## src/rtl/dws_pkg.sv

```systemverilog
package dws_pkg;

   // Two-bit address carried in the top of every command word
   typedef enum logic [1:0] {
      ADR_CH0  = 2'b00,
      ADR_CH1  = 2'b01,
      ADR_RSVD = 2'b10,
      ADR_ALL  = 2'b11
   } dws_addr_e;

   localparam int DWS_ADDR_W = 2;

   // True when the address selects channel ch
   function automatic logic dws_chan_hit(input logic [1:0] adr, input int ch);
      logic hit;
      case (dws_addr_e'(adr))
         ADR_CH0:  hit = (ch == 0);
         ADR_CH1:  hit = (ch == 1);
         ADR_ALL:  hit = 1'b1;
         default:  hit = 1'b0;
      endcase
      return hit;
   endfunction

endpackage

```

## src/rtl/dws_sync.sv

```systemverilog
module dws_sync #(
   parameter int             W       = 3,
   parameter int             STAGES  = 2,
   parameter logic [W-1:0]   RST_VAL = '0
) (
   input  logic         clk,
   input  logic         rst_n,
   input  logic [W-1:0] d_i,
   output logic [W-1:0] q_o
);

   generate
      if (STAGES < 2) begin : g_bad_stages
         $error("dws_sync: STAGES must be at least 2");
      end
      if (W < 1) begin : g_bad_width
         $error("dws_sync: W must be at least 1");
      end
   endgenerate

   logic [STAGES-1:0][W-1:0] chain_q;

   generate
      for (genvar s = 0; s < STAGES; s++) begin : g_stage
         if (s == 0) begin : g_first
            always_ff @(posedge clk or negedge rst_n) begin
               if (!rst_n) chain_q[s] <= RST_VAL;
               else        chain_q[s] <= d_i;
            end
         end else begin : g_next
            always_ff @(posedge clk or negedge rst_n) begin
               if (!rst_n) chain_q[s] <= RST_VAL;
               else        chain_q[s] <= chain_q[s-1];
            end
         end
      end
   endgenerate

   assign q_o = chain_q[STAGES-1];

endmodule

```

## src/rtl/dws_frame_rx.sv

```systemverilog
module dws_frame_rx #(
   parameter int FRAME_W = 10
) (
   input  logic               clk,
   input  logic               rst_n,
   input  logic               sel_n_s,
   input  logic               sclk_s,
   input  logic               dat_s,
   output logic               commit_o,
   output logic [FRAME_W-1:0] word_o
);

   localparam int CNT_W = $clog2(FRAME_W + 1);
   localparam logic [CNT_W-1:0] CNT_FULL = CNT_W'(FRAME_W);

   generate
      if (FRAME_W < 2) begin : g_bad_frame
         $error("dws_frame_rx: FRAME_W must be at least 2");
      end
   endgenerate

   logic             sel_q, sclk_q;
   logic             sel_fall, sel_rise, sclk_rise;
   logic [CNT_W-1:0] cnt_q;
   logic [FRAME_W-1:0] sh_q;

   always_ff @(posedge clk or negedge rst_n) begin
      if (!rst_n) begin
         sel_q  <= 1'b1;
         sclk_q <= 1'b0;
      end else begin
         sel_q  <= sel_n_s;
         sclk_q <= sclk_s;
      end
   end

   assign sel_fall  = sel_q & ~sel_n_s;
   assign sel_rise  = ~sel_q & sel_n_s;
   assign sclk_rise = sclk_s & ~sclk_q;

   always_ff @(posedge clk or negedge rst_n) begin
      if (!rst_n) begin
         cnt_q <= '0;
         sh_q  <= '0;
      end else if (sel_fall) begin
         cnt_q <= '0;
         sh_q  <= '0;
      end else if (!sel_n_s && sclk_rise) begin
         sh_q <= {sh_q[FRAME_W-2:0], dat_s};
         if (cnt_q != CNT_FULL) cnt_q <= cnt_q + 1'b1;
      end
   end

   assign commit_o = sel_rise && (cnt_q == CNT_FULL);
   assign word_o   = sh_q;

   // a select fall leaves a clean frame state
   a_r11_clear_on_fall: assert property (@(posedge clk) disable iff (!rst_n)
      sel_fall |=> (cnt_q == '0 && sh_q == '0));

   // no shifting while select stays high
   a_r1_idle_hold: assert property (@(posedge clk) disable iff (!rst_n)
      (sel_q && sel_n_s) |=> $stable(sh_q));

   // count never passes the frame length
   a_r9_count_cap: assert property (@(posedge clk) disable iff (!rst_n)
      cnt_q <= CNT_FULL);

endmodule

```

## src/rtl/dws_wiper_bank.sv

```systemverilog
module dws_wiper_bank
   import dws_pkg::*;
#(
   parameter int                DATA_W   = 8,
   parameter int                NCH      = 2,
   parameter logic [DATA_W-1:0] RST_CODE = DATA_W'(1) << (DATA_W - 1)
) (
   input  logic                          clk,
   input  logic                          rst_n,
   input  logic                          commit_i,
   input  logic [DWS_ADDR_W+DATA_W-1:0]  word_i,
   output logic [NCH-1:0][DATA_W-1:0]    wiper_o,
   output logic [NCH-1:0]                upd_o
);

   generate
      if (NCH != 2) begin : g_bad_nch
         $error("dws_wiper_bank: address decode supports exactly two channels");
      end
   endgenerate

   logic [DWS_ADDR_W-1:0] adr;
   logic [DATA_W-1:0]     dat;

   assign adr = word_i[DWS_ADDR_W+DATA_W-1:DATA_W];
   assign dat = word_i[DATA_W-1:0];

   generate
      for (genvar ch = 0; ch < NCH; ch++) begin : g_ch
         logic hit;
         assign hit = commit_i && dws_chan_hit(adr, ch);

         always_ff @(posedge clk or negedge rst_n) begin
            if (!rst_n) begin
               wiper_o[ch] <= RST_CODE;
               upd_o[ch]   <= 1'b0;
            end else begin
               upd_o[ch] <= hit;
               if (hit) wiper_o[ch] <= dat;
            end
         end

         // strobe lasts one cycle
         a_r10_strobe_single: assert property (@(posedge clk) disable iff (!rst_n)
            upd_o[ch] |=> !upd_o[ch]);

         // a wiper moves only after a commit
         a_r7_hold_without_commit: assert property (@(posedge clk) disable iff (!rst_n)
            !commit_i |=> $stable(wiper_o[ch]));

         // reserved address touches nothing
         a_r8_reserved_ignored: assert property (@(posedge clk) disable iff (!rst_n)
            (commit_i && adr == ADR_RSVD) |=> (!upd_o[ch] && $stable(wiper_o[ch])));
      end
   endgenerate

   // broadcast raises both strobes together
   a_r5_broadcast_pair: assert property (@(posedge clk) disable iff (!rst_n)
      (commit_i && adr == ADR_ALL) |=> (upd_o[0] && upd_o[1] && wiper_o[0] == wiper_o[1]));

endmodule

```

## src/rtl/dual_wiper_ser_ctrl.sv

```systemverilog
module dual_wiper_ser_ctrl
   import dws_pkg::*;
#(
   parameter int DATA_W      = 8,
   parameter int SYNC_STAGES = 2
) (
   input  logic              clk,
   input  logic              rst_n,
   input  logic              ser_sel_n,
   input  logic              ser_clk,
   input  logic              ser_dat,
   output logic [DATA_W-1:0] wiper0_o,
   output logic [DATA_W-1:0] wiper1_o,
   output logic              upd0_o,
   output logic              upd1_o
);

   localparam int FRAME_W = DWS_ADDR_W + DATA_W;
   localparam int NCH     = 2;
   localparam logic [DATA_W-1:0] MID_CODE = DATA_W'(1) << (DATA_W - 1);

   generate
      if (DATA_W < 2) begin : g_bad_data
         $error("dual_wiper_ser_ctrl: DATA_W must be at least 2");
      end
   endgenerate

   logic [2:0] raw_in, sync_out;
   logic       commit;
   logic [FRAME_W-1:0]        word;
   logic [NCH-1:0][DATA_W-1:0] wipers;
   logic [NCH-1:0]             upds;

   assign raw_in = {ser_dat, ser_clk, ser_sel_n};

   dws_sync #(
      .W       (3),
      .STAGES  (SYNC_STAGES),
      .RST_VAL (3'b001)
   ) u_sync (
      .clk   (clk),
      .rst_n (rst_n),
      .d_i   (raw_in),
      .q_o   (sync_out)
   );

   dws_frame_rx #(
      .FRAME_W (FRAME_W)
   ) u_rx (
      .clk      (clk),
      .rst_n    (rst_n),
      .sel_n_s  (sync_out[0]),
      .sclk_s   (sync_out[1]),
      .dat_s    (sync_out[2]),
      .commit_o (commit),
      .word_o   (word)
   );

   dws_wiper_bank #(
      .DATA_W   (DATA_W),
      .NCH      (NCH),
      .RST_CODE (MID_CODE)
   ) u_bank (
      .clk      (clk),
      .rst_n    (rst_n),
      .commit_i (commit),
      .word_i   (word),
      .wiper_o  (wipers),
      .upd_o    (upds)
   );

   assign wiper0_o = wipers[0];
   assign wiper1_o = wipers[1];
   assign upd0_o   = upds[0];
   assign upd1_o   = upds[1];

endmodule

```

## config.mk

```make
export PLATFORM = sky130hd
export DESIGN_NAME = dual_wiper_ser_ctrl
export DESIGN_NICKNAME = d
export VERILOG_FILES = /design/src/rtl/dws_pkg.sv /design/src/rtl/dws_sync.sv /design/src/rtl/dws_frame_rx.sv /design/src/rtl/dws_wiper_bank.sv /design/src/rtl/dual_wiper_ser_ctrl.sv
export SDC_FILE = /design/constraint.sdc
export NUM_CORES = 1
export LEC_CHECK = 0
export ABC_AREA = 1
export BUFFER_PORTS_ARGS = -buffer_cell sky130_fd_sc_hd__buf_2
export CORE_MARGIN = 2
export CORE_UTILIZATION = 59
export DETAILED_ROUTE_END_ITERATION = 8
export HOLD_SLACK_MARGIN = 0.08
export PLACE_DENSITY = 0.79
export SYNTH_ARGS = -nofsm -noshare
export SYNTH_HDL_FRONTEND = slang
export SYNTH_SLANG_ARGS = --single-unit
```

## constraint.sdc

```tcl
create_clock -name clk -period 2.2 [get_ports clk]
set_input_delay 0.22 -clock clk [delete_from_list [all_inputs] [get_ports clk]]
set_output_delay 0.22 -clock clk [all_outputs]
set_load 0.005 [all_outputs]
```

# Yosys cells after proc, flatten, opt, wreduce, memory -nomap -nowiden
# Index checks and enable logic that the tools add are counted.
word_totals:
  ff_bits: 40
  latchBits: 0
  ramBits: 0
  rom_bits: 0
  input_bits: 5
  memories: 0
op_classes:
  addsub: 1
  multipliers: 0
  div: 0
  n_lt_le_gt_ge: 0
  eq_ne: 4
  shift: 0
  mux: 7
  bitwise_logic: 6
  n_reduce_logical: 11
op_table:
  columns: ["operator", "n"]
  rows:
  - ["$mux W10", 2]
  - ["$mux W4", 3]
  - ["$add A4 B1 Y4 const B", 1]
  - ["$eq A4 B4 Y1 const B", 1]
  - ["$logic_and A1 B1 Y1", 4]
  - ["$ne A4 B4 Y1 const B", 1]
  - ["$reduce_bool A2 Y1", 2]
  - ["$reduce_or A2 Y1", 2]
  - ["$and A1 B1 Y1", 3]
  - ["$not A1 Y1", 3]
  - ["$eq A2 B1 Y1 const B", 1]
  - ["$eq A2 B2 Y1 const B", 1]
  - ["$logic_not A2 Y1", 1]
  - ["$mux W1", 2]
  - ["$reduce_and A2 Y1", 1]
  - ["$logic_not A1 Y1", 1]

# Logic depth before layout (Yosys ltp)
# Gate-level depths: netlist (run 1).
logic_depth:
  ltp_word: 5
  depth_mapped: 8
  ltp_nobuf: 8

# By module
# From an unflattened synthesis (run 1), not the netlist that was laid out.
unflattened:
  hier_cells: 165
  hier_area_um2: 1634.1
modules_own_cells:
  columns: ["mod", "instances", "cells_each", "area_per_inst_um2", "seq_area_each_um2"]
  rows:
  - ["dws_wiper_bank", 1, 77, 748.2, 452.9]
  - ["dws_frame_rx", 1, 79, 710.7, 401.6]
  - ["dws_sync", 1, 9, 175.2, 152.6]

# Worst setup path before layout (run 1)
# Ideal clock, no wire load.
synth_timing:
  kind: "flip-flop to flip-flop"
  startpoint: "register u_rx.cnt_q[0]"
  endpoint: "register u_bank.wiper_o[6] (netlist bit)"
  setup_ns: 0.119
  t_arrival_ns: 1.188
  t_required_ns: 2.081
  path_slack_ns: 0.893
  stages_incl_launch_ff: 9
  period_less_slack_ns: 1.307
  cell_sequence: "dfrtp_1 inv_1 ha_1 nand2_2 nor2_8 nand3_4 buf_8 nand2_2 o21ai_2"
synth_via:
  elab_chain_len: 3
synth_rtl:
  columns: ["item", "line_no", "source"]
  rows:
  - ["start: declaration", "dws_frame_rx.sv:24", "logic [CNT_W-1:0] cnt_q;"]
  - ["start signal: assignment", "dws_frame_rx.sv:50", "if (cnt_q != CNT_FULL) cnt_q <= cnt_q + 1'b1;"]
  - ["$eq A4 B4 Y1", "dws_frame_rx.sv:54", "assign commit_o = sel_rise && (cnt_q == CNT_FULL);"]
  - ["$logic_and A1 B1 Y1", "dws_frame_rx.sv:54", null]
  - ["$logic_and A1 B1 Y1", "dws_wiper_bank.sv:31", "assign hit = commit_i && dws_chan_hit(adr, ch);"]
  - ["end signal: indexed assignment", "dws_wiper_bank.sv:39", "if (hit) wiper_o[ch] <= dat;"]
  - ["end: declaration", "dws_wiper_bank.sv:12", "output logic [NCH-1:0][DATA_W-1:0] wiper_o,"]
# No other way between the ends.
# A chain may end at the register's enable or synchronous reset.

# Worst setup path after layout (run 1)
layout_timing:
  startpoint: "register u_rx.cnt_q[0]"
  endpoint: "register u_bank.wiper_o[5] (netlist bit)"
# The elaborated chain is that of the path after synthesis.

==> results by group, run 1 <==
Layout
  • Fillers: 220
  • Most frequent cells in the layout: nand2_1 (35), dfrtp_1 (35), buf_2 (22), inv_1 (17), o21ai_2 (16)
  • # nets final: 188
  • Ratio of cells with drive above 1 in the final layout: 33.3%
  • Antenna diode count: 0
  • Layout area overhead: 13.1%
  • Storage element area: 0.00101 sq mm
  • Multi-input gate area: 554 sq um

CTS
  • Maximum buffer depth of the clock tree: 2
  • H-tree depth reported by CTS: 2
  • Number of buffers created by CTS: 5
  • CTS Sinks: 40
  • CTS root buf: clkbuf_4
  • # resized after CTS: 0
  • CTS tree: yes
  • Clock slew at reported path FFs: 0.12 ns
  • Clk_lat worst skew: 0.34 ns

Floorplanning
  • Row Count: 19
  • Core area: 0.00271 sq mm
  • Die outline height: 57.0 um
  • Die Area: 0.00325 sq mm
  • Initial core utilization: 61.1%
  • Die width: 57.0 um
  • I/O pins: 23

Setup path
  • Critical Path AT: 1.72 ns
  • Worst setup path category: register to register
  • Critical path peak fanout: 17
  • Critical Path Sink Type: register
  • CP startpoint kind: register
  • Critical Path RT: 2.44 ns

Timing
  • Slew HR: 43.6%
  • Fmax: 675 MHz
  • Setup-failing EPs final: 0
  • Max Slew Vio Count: 0
  • Count of final hold-check violations: 0
  • Worst-Margin Slew: 0.846 ns
  • Final period util: 67.4%
  • TNS Setup: 0 ns
  • Min Tclk post-route: 1.48 ns
  • RSZ-0062 raised after global routing: false
  • Setup Skew: 0.00564 ns

Synth
  • Synthesized Nets: 157
  • Post-synthesis register bit count: 40
  • Cells after Synth: 148
  • Syn_area_per_cell: 11.2 sq um
  • Yosys cell types: 21
  • Sequential element share of the synthesized area: 60.8%
  • Post-synthesis cell area: 0.00166 sq mm
  • Adder-Cell Fraction of Synth Area: 3.02%
  • Area fraction in compound gates after synthesis: 12.5%
  • Warnings, synthesis: 0
  • Async SR Flop Fraction: 100%
  • Ys flop type: dfrtp_1
  • Number of synthesized flops with an enable pin: 0
  • Cells taking the most area after synthesis: dfrtp_1 (53%), o21ai_2 (8.5%), dfstp_2 (7.9%)
  • Synth top area share: 52.9%
  • Post-synthesis xor/xnor area fraction: 0.529%
  • Simple-gate share of the synthesized area: 17.4%
  • Multiplexer share of the synthesized area: 0%
  • Largest area contributor in the synthesized netlist: dfrtp_1
  • Largest family of logic cells by synthesized area: simple AND/OR/NAND/NOR gates

GRT
  • Number of global-route vias before repair: 1,123
  • Largest net degree at the start of global routing: 41
  • Initial antenna violation count: 0
  • First-pass GRT wire length: 4940 um
  • Tot GR Track Use: 20.3%
  • Overflow after GRT: 0

Routing
  • DRC viols: 0
  • DR vias/cell: 5.16
  • Post-DRT Antenna Nets: 0
  • DRT Pass-1 Iters: 4
  • Vias post-DR: 1,088
  • WL final: 2740 um
  • Wire per inst: 13.0 um
  • DR iter-0 viols: 19

Place
  • PortBufs: 22
  • Hpwl dp: 1920 um
  • GP Congestion: 0.742

Power
  • Overall Power: 1.19 mW
  • Peak supply drop: 0.541 mV
  • Pwr Density: 636 mW/mm^2
  • P_leak: 0.941 nW

Flow run
  • Max cap viols: 0

Hold path
  • Tightest Hold Check Type: register to register

Run status
  • Status: completed
[flip-flops by register name, indices dropped and copies added (netlist names)]
register / count
u_bank.wiper_o: 16
u_rx.word_o: 10
u_rx.cnt_q: 4
u_sync.chain_q: 3
u_sync.q_o: 3
u_bank.upd_o: 2
u_rx.sclk_q: 1
u_rx.sel_q: 1
[kinds of logic after synthesis]
logic type / Yosys count
simple gates: 54
flops: 40
compound gates: 29
buf+inv: 20
fa+ha+maj: 4
xor+xnor: 1
[per-stage QoR]
| stage | std cells | util [%] | setup WS (ns) | cell area, sq um | hold WS (ns) |
|---|---|---|---|---|---|
| 3_5_place_dp | 199 | 65.6 | 0.711 | 1780 | 0.327 |
| 4_1_cts | 211 | 69.1 | 0.696 | 1870 | 0.368 |
| 6_report | 211 | 69.1 | 0.718 | 1870 | 0.361 |
| 3_3_place_gp | 199 | 65.6 | 0.799 | 1780 | 0.327 |
| 5_1_grt | 211 | 69.1 | 0.608 | 1870 | 0.370 |
| 2_1_floorplan | 148 | - | 0.893 | 1660 | -0.0756 |
[critical path: stages (launching register included)]
cell and delay, ns:
dfrtp_1 0.41, inv_1 0.11, ha_1 0.17, nand2_2 0.09, nor2_8 0.13, nand3_4 0.24
nand2_1 0.16, o21ai_2 0.06
[final cells by class]
type	count	area share, %
Inverter	18	3.61
Sequential cell	40	53.8
Tap cell	31	2.07
Timing Repair Buffer	26	8.02
Multi-Input combinational cell	88	29.6
Clock buffer	7	2.41
Clock inverter	1	0.468
[path summary, 6_finish.rpt]
kind	startpoint	endpoint	slack, ns	cells past startpoint
setup / recovery	u_rx.cnt_q[0]	u_bank.wiper_o[5]	0.72	7
hold / removal	u_sync.chain_q[1]	u_sync.q_o[1]	0.36	0
setup reg to reg	u_rx.cnt_q[0]	u_bank.wiper_o[5]	0.72	7
hold reg to reg	u_sync.chain_q[1]	u_sync.q_o[1]	0.36	0
max in group asynchronous	rst_n	u_bank.wiper_o[1]	1.16	2
min in group asynchronous	rst_n	u_rx.cnt_q[2]	0.50	2
[synthesized netlist by cell type, types with 2 or more instances]
| cell type | instances |
|---|---|
| dfrtp_1 | 35 |
| nand2_1 | 35 |
| inv_1 | 17 |
| o21ai_2 | 16 |
| o21ai_0 | 11 |
| dfstp_2 | 5 |
| ha_1 | 4 |
| nand2_2 | 4 |
| nand3_1 | 4 |
| nor2_1 | 4 |
| nand3_4 | 2 |
| nor2_4 | 2 |
[layer usage]
layer	GRT usage, %	vias up	wire, um
met5	0	-	0
met2	35.0	20	1450
met3	4.76	5	101
met1	24.8	531	1150
li1	-	532	-
met4	7.97	0	42
[report_power, final]
part / leakage (nW) / switching, mW / internal (mW)
clock network: 0.0295 / 0.234 / 0.129
registers: 0.527 / 0.0111 / 0.752
logic: 0.384 / 0.0444 / 0.0207
[timing repair]
item                      4_1_cts  5_1_grt
hold buffers                    4        0
hold endpoints to repair       38        0
buffers inserted                0        0
(Power assumes the default switching activity.)
==> run 2: changes to the inputs <==
CORE_UTILIZATION = 50   (was 59)
PLACE_DENSITY = 0.71   (was 0.79)
clock period = 1.3 ns   (was 2.2 ns; I/O delays follow)
==> run 2 against run 1 <==
Net effect:
- the flow now finishes with violations (setup timing)
- utilization shrank 3.1 points
- fmax grew 11%
- non-clock buffer count grew 5
- cell count grew 9.5%
- register-to-register slack lost 0.75 ns
- sequential share of layout area shrank 4.6 points
- total power grew 94%
- critical path depth shrank 2
- clock skew grew 0.010 ns
- clock power grew 140%
- critical endpoint is now u_bank.wiper_o[8]
- largest power group unchanged
- highest routed layer unchanged
==> results by group, run 2 (synthesized netlist as in run 1, its figures left out) <==
Run status
  • Status: complete, but fails checks
  • Failing checks: setup timing

Timing
  • Slew HR: 71.6% (+28 points)
  • RSZ-0062 raised after global routing: true
  • Min Tclk post-route: 1.33 ns (-0.151 ns)
  • Setup Skew: 0.0161 ns (+0.0105 ns)
  • Final period util: 102% (+35 points)
  • Setup-failing EPs final: 8 (+8)
  • Max Slew Vio Count: 0 (unchanged)
  • Fmax: 751 MHz (+11%)
  • Count of final hold-check violations: 0 (unchanged)
  • Worst-Margin Slew: 0.427 ns (-0.420 ns)
  • Setup WS post-layout: -0.0315 ns (-0.749 ns)

Routing
  • Post-DRT Antenna Nets: 0 (unchanged)
  • DRC viols: 0 (unchanged)
  • DR iter-0 viols: 31 (+12)
  • Wire per inst: 12.9 um (-0.96%)
  • Vias post-DR: 1,116 (+2.6%)
  • DRT Pass-1 Iters: 4 (unchanged)
  • DR vias/cell: 4.83 (-6.3%)
  • WL final: 2970 um (+8.4%)

Layout
  • Post-Route Utilization: 65.9% (-3.1 points)
  • Storage element area: 0.00101 sq mm (unchanged)
  • # nets final: 195 (+3.7%)
  • Ratio of cells with drive above 1 in the final layout: 40.1% (+6.8 points)
  • Post-Layout Inst Area: 0.00205 sq mm (+9.3%)
  • Layout area overhead: 23.6%
  • Fillers: 246 (+12%)
  • Layout Cells excl Fill: 231 (+9.5%)
  • Antenna diode count: 0 (unchanged)
  • Largest register FFs: 16 (unchanged)
  • Most common cell after layout, fill and taps aside: dfrtp_1
  • Most frequent cells in the layout: dfrtp_1 (35), nand2_1 (33), buf_2 (22), inv_1 (16), o21ai_2 (16)
  • Multi-input gate area: 619 sq um (+12%)
  • Most flops, register: u_bank.wiper_o

CTS
  • H-tree depth reported by CTS: 2 (unchanged)
  • CTS Sinks: 40 (unchanged)
  • CTS root buf: clkbuf_4
  • Number of buffers created by CTS: 5 (unchanged)
  • Setup Buffers After CTS: 0 (unchanged)
  • CTS tree: yes
  • Clock slew at reported path FFs: 0.13 ns (about the same)
  • Clk_lat worst skew: 0.34 ns (about the same)
  • Maximum buffer depth of the clock tree: 2 (unchanged)

Power
  • Overall Power: 2.31 mW (+94%)
  • P_leak: 1.01 nW (+7.2%)
  • Peak supply drop: 1.17 mV (+120%)
  • Pwr Density: 1130 mW/mm^2 (+77%)

GRT
  • Largest net degree at the start of global routing: 24 (-41%)
  • Initial antenna violation count: 0 (unchanged)
  • Overflow after GRT: 0 (unchanged)
  • Number of global-route vias before repair: 1,075 (-4.3%)
  • Tot GR Track Use: 18.2% (-2.1 points)
  • First-pass GRT wire length: 4840 um (-2.1%)

Floorplanning
  • Die width: 61.5 um (+8.0%)
  • Die outline height: 61.5 um (+8.0%)
  • Core area: 0.00310 sq mm (+14%)
  • Row Count: 20 (+1)
  • Initial core utilization: 53.3% (-7.7 points)
  • I/O pins: 23 (unchanged)
  • Die Area: 0.00379 sq mm (+17%)

Place
  • PortBufs: 22 (unchanged)
  • Hpwl dp: 1950 um (+1.5%)
  • Placed cell areas: 0.00186 sq mm (+4.7%)
  • Inst Count DP: 217 (+9.0%)
  • GP Congestion: 0.773 (+4.2%)

Setup path
  • Delay-heaviest family, CP: flip-flops
  • Worst setup path category: register to register
  • Critical path peak fanout: 9 (-8)
  • CP peak stage delay: 0.58 ns (+0.17 ns)
  • Critical Path AT: 1.56 ns (-0.16 ns)
  • Slowest CP cell: dfstp_2
  • CP startpoint kind: register
  • Critical Path Sink Type: register
  • Critical Path RT: 1.53 ns (-0.91 ns)
  • Buffers & Inverters on Critical Path: 1 (unchanged)
  • CP cell instances: inv_4 -> nor2_4 -> nand3_4 -> nand2_1 -> o21ai_2

Hold path
  • Tightest Hold Check Type: primary input to async pin

Flow run
  • Max cap viols: 0 (unchanged)
## run 2: what timing repair did
| item | in CTS | in global routing |
|---|---|---|
| pin swaps | 2 | 7 |
| cloned | 1 | 1 |
| hold buffers | 4 | 0 |
| endpoints found under the hold margin | 40 | 0 |
| endpoints found under the setup margin | 19 | 21 |
| gates resized for setup | 3 | 5 |
## run 2: metrics by stage
stage / hold WS [ns] / setup WS (ns) / TNS (ns)
after global placement: 0.0823 / -0.0377 / -0.292
after floorplan: -0.166 / 0.00835 / 0
after detailed placement: 0.0821 / -0.0768 / -0.917
after CTS: 0.237 / -0.0712 / -0.881
final: 0.235 / -0.0315 / -0.131
after global routing: 0.256 / -0.0964 / -1.40
## run 2: worst paths after layout
kind	startpoint	endpoint	slack, ns	cells after the start
setup reg to reg	u_sync.q_o[0]	u_bank.wiper_o[8]	-0.03	5
hold reg to reg	u_sync.chain_q[2]	u_sync.q_o[2]	0.36	0
max in group asynchronous	rst_n	u_sync.q_o[0]	0.51	3
hold / removal	rst_n	u_rx.word_o[7]	0.23	2
setup / recovery	u_sync.q_o[0]	u_bank.wiper_o[8]	-0.03	5
min in group clk	u_sync.chain_q[2]	u_sync.q_o[2]	0.36	0
## run 2: layer usage
layer	track usage, %	share of wire [%]	vias to the layer above
met5	0	0	-
met4	10.0	1.3	0
met3	4.41	3.9	7
met2	27.7	48	29
met1	23.8	47	529
li1	-	-	551
## run 2: worst reg2reg max path, cell delays in order, from the launching register on
cell	delay (ns)
dfstp_2	0.58
inv_4	0.06
nor2_4	0.22
nand3_4	0.20
nand2_1	0.12
o21ai_2	0.05
## run 2: report_power, final
part,switching [mW],internal [mW]
clock,0.403,0.461
combinational,0.0963,0.0544
sequential,0.0196,1.27
total,0.519,1.79
## run 2: layout make-up
class	count	area share, %
clock inverters	2	1.90
multi-input cells	90	30.3
inverters	18	3.43
repair buffers	31	9.97
flip-flops and latches	40	49.2
well taps	44	2.69
clock buffers	6	2.51
